File: src/rtl/pc_steer_pkg.sv
package pc_steer_pkg;
  typedef enum logic [1:0] {LN_NONE, LN_LO, LN_HI, LN_WORD} lane_sel_e;
  typedef enum logic [1:0] {OP_IDLE, OP_READ, OP_WRITE} bus_op_e;
endpackage

File: src/rtl/pcs_decode.sv
module pcs_decode
  import pc_steer_pkg::*;
(
  input  logic      ce_lo_n,
  input  logic      ce_hi_n,
  input  logic      oe_n,
  input  logic      we_n,
  output lane_sel_e lanes,
  output bus_op_e   op
);
  always_comb begin
    case ({ce_hi_n, ce_lo_n})
      2'b10:   lanes = LN_LO;
      2'b01:   lanes = LN_HI;
      2'b00:   lanes = LN_WORD;
      default: lanes = LN_NONE;
    endcase
  end

  // write enable dominates output enable
  always_comb begin
    if (lanes == LN_NONE)  op = OP_IDLE;
    else if (!we_n)        op = OP_WRITE;
    else if (!oe_n)        op = OP_READ;
    else                   op = OP_IDLE;
  end
endmodule

File: src/rtl/pcs_read_mux.sv
module pcs_read_mux
  import pc_steer_pkg::*;
#(
  parameter int          BW   = 8,
  parameter logic [BW-1:0] FILL = '1
) (
  input  bus_op_e         op,
  input  lane_sel_e       lanes,
  input  logic            a0,
  input  logic            attr_sel,
  input  logic [BW-1:0]   even_rd,
  input  logic [BW-1:0]   odd_rd,
  input  logic [BW-1:0]   attr_rd,
  output logic [2*BW-1:0] rd_nxt,
  output logic            lo_en_nxt,
  output logic            hi_en_nxt
);
  logic use_lo, use_hi;
  logic [BW-1:0] lo_byte, hi_byte;

  assign use_lo = (op == OP_READ) && (lanes == LN_LO || lanes == LN_WORD);
  assign use_hi = (op == OP_READ) && (lanes == LN_HI || lanes == LN_WORD);

  always_comb begin
    if (attr_sel) begin
      lo_byte = (lanes == LN_LO && a0) ? FILL : attr_rd;
      hi_byte = FILL;
    end else begin
      lo_byte = (lanes == LN_LO && a0) ? odd_rd : even_rd;
      hi_byte = odd_rd;
    end
  end

  assign lo_en_nxt = use_lo;
  assign hi_en_nxt = use_hi;
  assign rd_nxt    = {(use_hi ? hi_byte : '0), (use_lo ? lo_byte : '0)};
endmodule

File: src/rtl/pcs_write_route.sv
module pcs_write_route
  import pc_steer_pkg::*;
#(
  parameter int BW = 8
) (
  input  bus_op_e         op,
  input  lane_sel_e       lanes,
  input  logic            a0,
  input  logic            attr_sel,
  input  logic            vpp_ok_even,
  input  logic            vpp_ok_odd,
  input  logic [2*BW-1:0] wdata,
  output logic            even_we_nxt,
  output logic [BW-1:0]   even_wd_nxt,
  output logic            odd_we_nxt,
  output logic [BW-1:0]   odd_wd_nxt,
  output logic            attr_we_nxt,
  output logic [BW-1:0]   attr_wd_nxt
);
  logic [BW-1:0] lo_in, hi_in;
  logic wr_c, wr_a;
  logic ev_hit, od_hit;
  logic [BW-1:0] od_src;

  assign lo_in = wdata[BW-1:0];
  assign hi_in = wdata[2*BW-1:BW];
  assign wr_c  = (op == OP_WRITE) && !attr_sel;
  assign wr_a  = (op == OP_WRITE) && attr_sel;

  always_comb begin
    ev_hit = 1'b0;
    od_hit = 1'b0;
    od_src = hi_in;
    case (lanes)
      LN_LO: begin
        ev_hit = !a0;
        od_hit = a0;
        od_src = lo_in;
      end
      LN_HI:   od_hit = 1'b1;
      LN_WORD: begin
        ev_hit = 1'b1;
        od_hit = 1'b1;
      end
      default: ;
    endcase
  end

  assign even_we_nxt = wr_c && ev_hit && vpp_ok_even;
  assign odd_we_nxt  = wr_c && od_hit && vpp_ok_odd;
  assign even_wd_nxt = even_we_nxt ? lo_in : '0;
  assign odd_wd_nxt  = odd_we_nxt ? od_src : '0;

  // attribute space: even position only, no voltage gate
  assign attr_we_nxt = wr_a && ev_hit;
  assign attr_wd_nxt = attr_we_nxt ? lo_in : '0;
endmodule

File: src/rtl/pc_lane_steer.sv
module pc_lane_steer
  import pc_steer_pkg::*;
#(
  parameter int            BW    = 8,
  parameter logic [BW-1:0] FILL  = '1,
  localparam int           LANES = 2,
  localparam int           DW    = LANES * BW
) (
  input  logic          clk,
  input  logic          rst,
  input  logic          ce_lo_n,
  input  logic          ce_hi_n,
  input  logic          a0,
  input  logic          oe_n,
  input  logic          we_n,
  input  logic          attr_sel,
  input  logic          vpp_ok_even,
  input  logic          vpp_ok_odd,
  input  logic [DW-1:0] wdata,
  input  logic [BW-1:0] even_rd,
  input  logic [BW-1:0] odd_rd,
  input  logic [BW-1:0] attr_rd,
  output logic [DW-1:0] rdata,
  output logic          lo_en,
  output logic          hi_en,
  output logic          even_we,
  output logic [BW-1:0] even_wd,
  output logic          odd_we,
  output logic [BW-1:0] odd_wd,
  output logic          attr_we,
  output logic [BW-1:0] attr_wd
);
  lane_sel_e lanes;
  bus_op_e   op;
  logic [DW-1:0]    rd_nxt;
  logic [LANES-1:0] en_nxt, en_q;
  logic             ew_n, ow_n, aw_n;
  logic [BW-1:0]    ewd_n, owd_n, awd_n;

  pcs_decode dec_i (
    .ce_lo_n(ce_lo_n), .ce_hi_n(ce_hi_n), .oe_n(oe_n), .we_n(we_n),
    .lanes(lanes), .op(op)
  );

  pcs_read_mux #(.BW(BW), .FILL(FILL)) rmux_i (
    .op(op), .lanes(lanes), .a0(a0), .attr_sel(attr_sel),
    .even_rd(even_rd), .odd_rd(odd_rd), .attr_rd(attr_rd),
    .rd_nxt(rd_nxt), .lo_en_nxt(en_nxt[0]), .hi_en_nxt(en_nxt[1])
  );

  pcs_write_route #(.BW(BW)) wrt_i (
    .op(op), .lanes(lanes), .a0(a0), .attr_sel(attr_sel),
    .vpp_ok_even(vpp_ok_even), .vpp_ok_odd(vpp_ok_odd), .wdata(wdata),
    .even_we_nxt(ew_n), .even_wd_nxt(ewd_n),
    .odd_we_nxt(ow_n), .odd_wd_nxt(owd_n),
    .attr_we_nxt(aw_n), .attr_wd_nxt(awd_n)
  );

  for (genvar g = 0; g < LANES; g++) begin : g_lane
    always_ff @(posedge clk) begin
      if (rst) begin
        rdata[g*BW +: BW] <= '0;
        en_q[g]           <= 1'b0;
      end else begin
        rdata[g*BW +: BW] <= rd_nxt[g*BW +: BW];
        en_q[g]           <= en_nxt[g];
      end
    end
  end

  assign lo_en = en_q[0];
  assign hi_en = en_q[1];

  always_ff @(posedge clk) begin
    if (rst) begin
      even_we <= 1'b0;
      odd_we  <= 1'b0;
      attr_we <= 1'b0;
      even_wd <= '0;
      odd_wd  <= '0;
      attr_wd <= '0;
    end else begin
      even_we <= ew_n;
      odd_we  <= ow_n;
      attr_we <= aw_n;
      even_wd <= ewd_n;
      odd_wd  <= owd_n;
      attr_wd <= awd_n;
    end
  end
endmodule

File: config.mk
export PLATFORM = sky130hd
export DESIGN_NAME = pc_lane_steer
export DESIGN_NICKNAME = d
export VERILOG_FILES = /design/src/rtl/pc_steer_pkg.sv /design/src/rtl/pcs_decode.sv /design/src/rtl/pcs_read_mux.sv /design/src/rtl/pcs_write_route.sv /design/src/rtl/pc_lane_steer.sv
export SDC_FILE = /design/constraint.sdc
export NUM_CORES = 1
export LEC_CHECK = 0
export ABC_AREA = 0
export BUFFER_PORTS_ARGS = -buffer_cell sky130_fd_sc_hd__buf_2
export CAP_MARGIN = 10
export CORE_ASPECT_RATIO = 2
export CORE_MARGIN = 4
export CORE_UTILIZATION = 46
export CTS_BUF_LIST = sky130_fd_sc_hd__clkbuf_8 sky130_fd_sc_hd__clkbuf_16
export DETAILED_ROUTE_END_ITERATION = 16
export PLACE_DENSITY = 0.81
export SKIP_CTS_REPAIR_TIMING = 1
export SLEW_MARGIN = 40
export SYNTH_ARGS = -nofsm -noshare
export SYNTH_HDL_FRONTEND = slang
export SYNTH_SLANG_ARGS = --single-unit
File: constraint.sdc
create_clock -name clk -period 2.4 [get_ports clk]
set_input_delay 0.36 -clock clk [delete_from_list [all_inputs] [get_ports clk]]
set_output_delay 0.36 -clock clk [all_outputs]
set_load 0.005 [all_outputs]
==> results of run 1 <==
cells in the final DEF (no fill, tap or decap):
cell type,synthesis,final
nand2_1,8,8
buf_2,6,94
clkbuf_8,0,5
and3_1,1,1
nor2_1,24,24
and3b_1,2,2
nor2b_1,8,8
a211oi_2,8,8
nor3b_2,8,8
a21oi_2,4,4
and2_1,16,16
inv_1,2,2
clkinv_2,0,1
a21oi_1,13,13
bufinv_16,0,2
nand2b_1,1,1
buf_4,2,1
or3_1,2,2
dfxtp_1,45,45
a211oi_1,2,2
nand3b_1,2,2
registers in the layout, summed over array words and instances, names as in the netlist:
| register | count |
|---|---|
| lo_en | 1 |
| even_wd | 8 |
| odd_we | 1 |
| rdata | 16 |
| attr_wd | 8 |
| hi_en | 1 |
| odd_wd | 8 |
| even_we | 1 |
| attr_we | 1 |
logic make-up (layout without fill, tap and decap cells):
| family | count (synthesis) | count (layout) | synth area share [%] |
|---|---|---|---|
| AO/OA/AOI/OAI | 27 | 27 | 13.3 |
| buffers and inverters | 12 | 105 | 4.41 |
| flip-flops | 45 | 45 | 55.8 |
| AND/OR/NAND/NOR | 72 | 72 | 26.5 |
cell type report:
cell class                      instances  share of cell area (%)
Multi-Input combinational cell         99                    29.2
Clock buffer                            5                    3.12
Clock inverter                          3                    2.95
Inverter                                2                   0.341
Sequential cell                        45                    40.9
Tap cell                               32                    1.82
Timing Repair Buffer                   95                    21.7
power by group through the flow:
stage | Combinational (uW) | Clock [uW] | Sequential [uW]
3_5_place_dp | 132 | 0 | 778
3_3_place_gp | 130 | 0 | 778
4_1_cts | 132 | 658 | 761
6_report | 131 | 652 | 761
2_1_floorplan | 64.2 | 0 | 780
5_1_grt | 145 | 695 | 762
layer usage:
| metal | wire length (um) | vias to the layer above | track usage [%] |
|---|---|---|---|
| li1 | - | 691 | - |
| met1 | 1370 | 604 | 17.3 |
| met2 | 2130 | 57 | 32.1 |
| met3 | 274 | 7 | 5.37 |
| met4 | 79 | 0 | 7.85 |
| met5 | 0 | - | 0 |
final timing paths:
path	startpoint	endpoint	slack (ns)
setup / recovery	ce_hi_n	rdata[7]	1.16
hold / removal	odd_rd[7]	rdata[15]	0.30
through the flow:
step / std cells / area, um^2 / hold WS [ns]
finish: 281 / 2200 / 0.297
global route: 281 / 2200 / 0.296
CTS: 281 / 2200 / 0.296
detailed placement: 273 / 2070 / 0.603
global placement: 273 / 2070 / 0.600
floorplan: 156 / 1620 / 0.476
synthesized netlist by cell type, drive strengths merged:
| library cell | n | area, um^2 |
|---|---|---|
| nand2 | 8 | 30.0 |
| and3 | 1 | 6.26 |
| inv | 2 | 7.51 |
| a211oi | 10 | 115 |
| and2 | 16 | 100 |
| or3 | 2 | 12.5 |
| and3b | 2 | 17.5 |
| nor3b | 8 | 100 |
| nand2b | 1 | 6.26 |
| buf | 9 | 60.1 |
| a21oi | 17 | 100 |
| dfxtp | 45 | 901 |
| clkbuf | 1 | 3.75 |
| nor2b | 8 | 50.1 |
| nor2 | 24 | 90.1 |
| nand3b | 2 | 15.0 |
==> impl_metrics.csv, run 1 <==
group,metric,value,unit
outcome,status,"finished, final reports clean",
timing,finalSetupTns,0,ns
finish,diodes,0,
place,io_buffers,94,
synthesis,avgSynthCellArea,10.4,um^2
critical_path,path_cells,"buf_2 > and3b_1 > buf_4 > a21oi_1 > a211oi_2",
power,power.density,701,nW/um^2
global_routing,grt_pass1_vias,1333,
critical_path,cpPeakStageDelay,0.30,ns
synthesis,synth-seq-cells,45,
finish,fin_util,65.2,%
critical_path,cp.arrival,1.45,ns
power,p_int,1230,uW
timing,rsz0062_at_grt,"no",
finish,area_delta_synth_final,36.4,%
critical_path,critPathCaptureType,"flop",
critical_path,worst-path-buf-inv,2,
timing,drv_slew,0,
finish,multiInputGateArea,643,um^2
drt,drt_iter0_markers,14,
power,p_clk_share,42.2,%
global_routing,grt_usage,17.5,%
timing,setup_viol,0,
drt,drt_pass1_iterations,4,
critical_path,crit_family,"buffers and inverters",
worst_hold_path,hold_path_class,"in -> reg",
drt,ant_nets,0,
timing,hold_viol,0,
clocking,numCtsBuffers,5,
timing,timing.final.crit_period,1.24,ns
power,peakVddDrop,0.000530,V
drt,drc_errors,0,
floorplanning,io_pins,95,
timing,worst_pin_slew,0.490,ns
finish,num-nets-final,298,
critical_path,start_kind,"input pin",
synthesis,yosysSeqAreaShare,55.8,%
power,pwr-share-comb,8.5,%
critical_path,crit_type,"in -> reg",
clocking,htreeDepth,2,
floorplanning,coreArea,3380,um^2
power,p_total,1540,uW
power,pwr-share-seq,49.3,%
floorplanning,start_util,47.8,%
finish,fill_cells,290,
power,switching_share,20.0,%
timing,setup_ws,1.16,ns
global_routing,grt_max_degree,27,
finish,seqCellArea,901,um^2
floorplanning,rows,30,
synthesis,syn_area,1620,um^2
place,pre_cts_slack,0.863,ns
clocking,cts.clk_slew.worst_paths,0.08,ns
clocking,cts_tree,"yes",
synthesis,yosys_warnings,0,
global_routing,grt_pass1_wl,6.09,mm
floorplanning,die_h,91.8,um
place,dpl.hpwl,3.11,mm
critical_path,crit_cells,5,
global_routing,grt-ovfl-total,0,
drt,wl_per_cell,13.7,um
finish,drive_gt1_share,49.4,%
clocking,root_buffer,"clkbuf_8",
floorplanning,dieArea,4580,um^2
synthesis,synth_cells,156,
global_routing,grt_antenna_before_repair,0,
synthesis,synthDistinctLibCells,20,
timing,period_share,51.6,%
timing,max_slew_margin,67.3,%
critical_path,cp_max_fo,24,
drt,via_per_inst,4.84,
worst_hold_path,hold_depth,3,
floorplanning,dieWidth,49.9,um
critical_path,required,2.61,ns
clocking,max-clock-path-buffers,2,
synthesis,syn_nets,206,
place,gp_congestion,0.784,
timing,fmax,808,MHz
drt,route.vias.total,1359,
job,cap_violations,0,
clocking,numClockSinks,45,
power,p_leak,0.00114,uW
drt,wl,3.85,mm
power,p_sw,309,uW
critical_path,critical-path-slowest-cell,"buf_4",
(Power assumes the default switching activity.)
==> run 2: changes to the inputs <==
Settings changed: CORE_UTILIZATION 46 to 38, PLACE_DENSITY 0.81 to 0.71.
Clock period 2.4 ns to 1.12 ns, I/O delays scaled along.
==> run 2 against run 1 <==
  * Final area grew 2.0%
  * Global-route usage is 2.1 points lower
  * Sequential power is 110% higher
  * Total power rose by 85%
  * Sequential share of layout area fell by 0.80 points
  * Cell count is 9.3% higher
==> impl_metrics.csv, run 2 (synthesis results as in run 1) <==
group,metric,value,unit
drt,ant_nets,0,
place,place_area,2160,um^2
drt,wl_per_cell,12.8,um
finish,layout_common_cells,"buf_2 (94), dfxtp_1 (45), nor2_1 (24)",
global_routing,grtUsageMet3,3.27,%
timing,timing.final.crit_period,0.903,ns
timing,drv_slew,0,
finish,fill_cells,422,
clocking,htreeDepth,2,
timing,hold_viol,0,
floorplanning,rows,33,
drt,route.vias.total,1377,
global_routing,grt_pass1_wl,6.09,mm
critical_path,crit_type,"reg -> out",
critical_path,start_kind,"flop",
critical_path,cp_max_fo,1,
floorplanning,dieArea,5420,um^2
power,switching_share,23.0,%
finish,num-nets-final,304,
timing,setup_viol,0,
floorplanning,die_h,100,um
job,cap_violations,0,
timing,worst_pin_slew,0.337,ns
place,dpl.hpwl,3.23,mm
timing,finalSetupTns,0,ns
floorplanning,start_util,39.5,%
global_routing,grt-ovfl-total,0,
drt,drt_pass1_iterations,4,
finish,multiInputGateArea,643,um^2
power,pwr-share-seq,57.0,%
power,p_total,2860,uW
finish,seqCellArea,901,um^2
drt,via_per_inst,4.49,
critical_path,cp.arrival,0.73,ns
timing,period_share,80.6,%
power,p_leak,0.00116,uW
timing,fmax,1110,MHz
finish,largest_register_ffs,16,
finish,diodes,0,
floorplanning,io_pins,95,
finish,drive_gt1_share,50.2,%
place,io_buffers,94,
global_routing,grt.busiest_layer,"met2",
clocking,root_buffer,"clkbuf_8",
power,peakVddDrop,0.000868,V
power,p_sw,656,uW
clocking,max-clock-path-buffers,2,
drt,wl,3.93,mm
global_routing,grt_antenna_before_repair,0,
critical_path,required,0.95,ns
floorplanning,coreArea,4090,um^2
power,pwr-share-comb,10.5,%
worst_hold_path,hold_path_class,"in -> reg",
power,p_int,2200,uW
critical_path,worst-path-buf-inv,1,
place,gp_congestion,0.726,
critical_path,critPathCaptureType,"primary output",
critical_path,cpPeakStageDelay,0.34,ns
global_routing,grt_pass1_vias,1385,
power,p_clk_share,32.5,%
clocking,numClockSinks,45,
critical_path,crit_family,"flip-flops",
place,pre_cts_slack,-0.0421,ns
critical_path,critical-path-slowest-cell,"dfxtp_1",
timing,rsz0062_at_grt,"no",
timing,setup_ws,0.217,ns
power,power.density,1270,nW/um^2
global_routing,grt_max_degree,25,
finish,registers.top_by_ff_count,"rdata",
finish,final_common_cell,"buf_2",
drt,drc_errors,0,
global_routing,use_met1,13.7,%
clocking,cts.clk_slew.worst_paths,0.08,ns
global_routing,use_met2,30.1,%
clocking,cts_tree,"yes",
global_routing,grt_usage,15.4,%
finish,area_delta_synth_final,39.1,%
finish,fin_util,55.0,%
drt,drt_iter0_markers,5,
clocking,numCtsBuffers,5,
critical_path,path_cells,"buf_2",
timing,max_slew_margin,77.5,%
floorplanning,dieWidth,54.1,um
finish,stdcell_area,2250,um^2
outcome,status,"finished, final reports clean",
## run 2: cell types whose count changed in the layout (fill, tap and decap cells not counted)
| cell | before | now |
|---|---|---|
| clkinv_2 | 1 | 2 |
| buf_12 | 0 | 2 |
| buf_4 | 1 | 5 |
| bufinv_16 | 2 | 0 |
| inv_1 | 2 | 3 |
## run 2: layout make-up
cell class	instances	share of cell area [%]
multi-input cells	99	28.6
clock buffers	5	3.06
flip-flops and latches	45	40.1
well taps	52	2.90
repair buffers	101	24.4
inverters	2	0.334
clock inverters	3	0.612
## run 2: through the flow
stage	hold WS [ns]	instances
floorplan	0.284	156
global placement	0.388	299
detailed placement	0.398	299
CTS	0.0959	307
global route	0.108	307
finish	0.106	307
## run 2: power groups by stage
stage / logic [uW] / registers, uW / clock network [uW]
finish: 299 / 1630 / 928
global route: 337 / 1630 / 1010
CTS: 305 / 1630 / 960
detailed placement: 304 / 1670 / 0
global placement: 298 / 1670 / 0
floorplan: 138 / 1670 / 0
## run 2: metal layers
layer  share of wire [%]  vias up  wire length [um]
met5                   0        -                 0
met4                 2.0        0                77
met3                 7.7        7               303
met2                  59       59              2320
met1                  31      606              1230
li1                    -      705                 -
## run 2: worst paths after layout
path / startpoint / endpoint / slack, ns / cells past startpoint
min: odd_rd[7] / rdata[15] / 0.11 / 3
max: rdata[8] / rdata[8] / 0.22 / 1
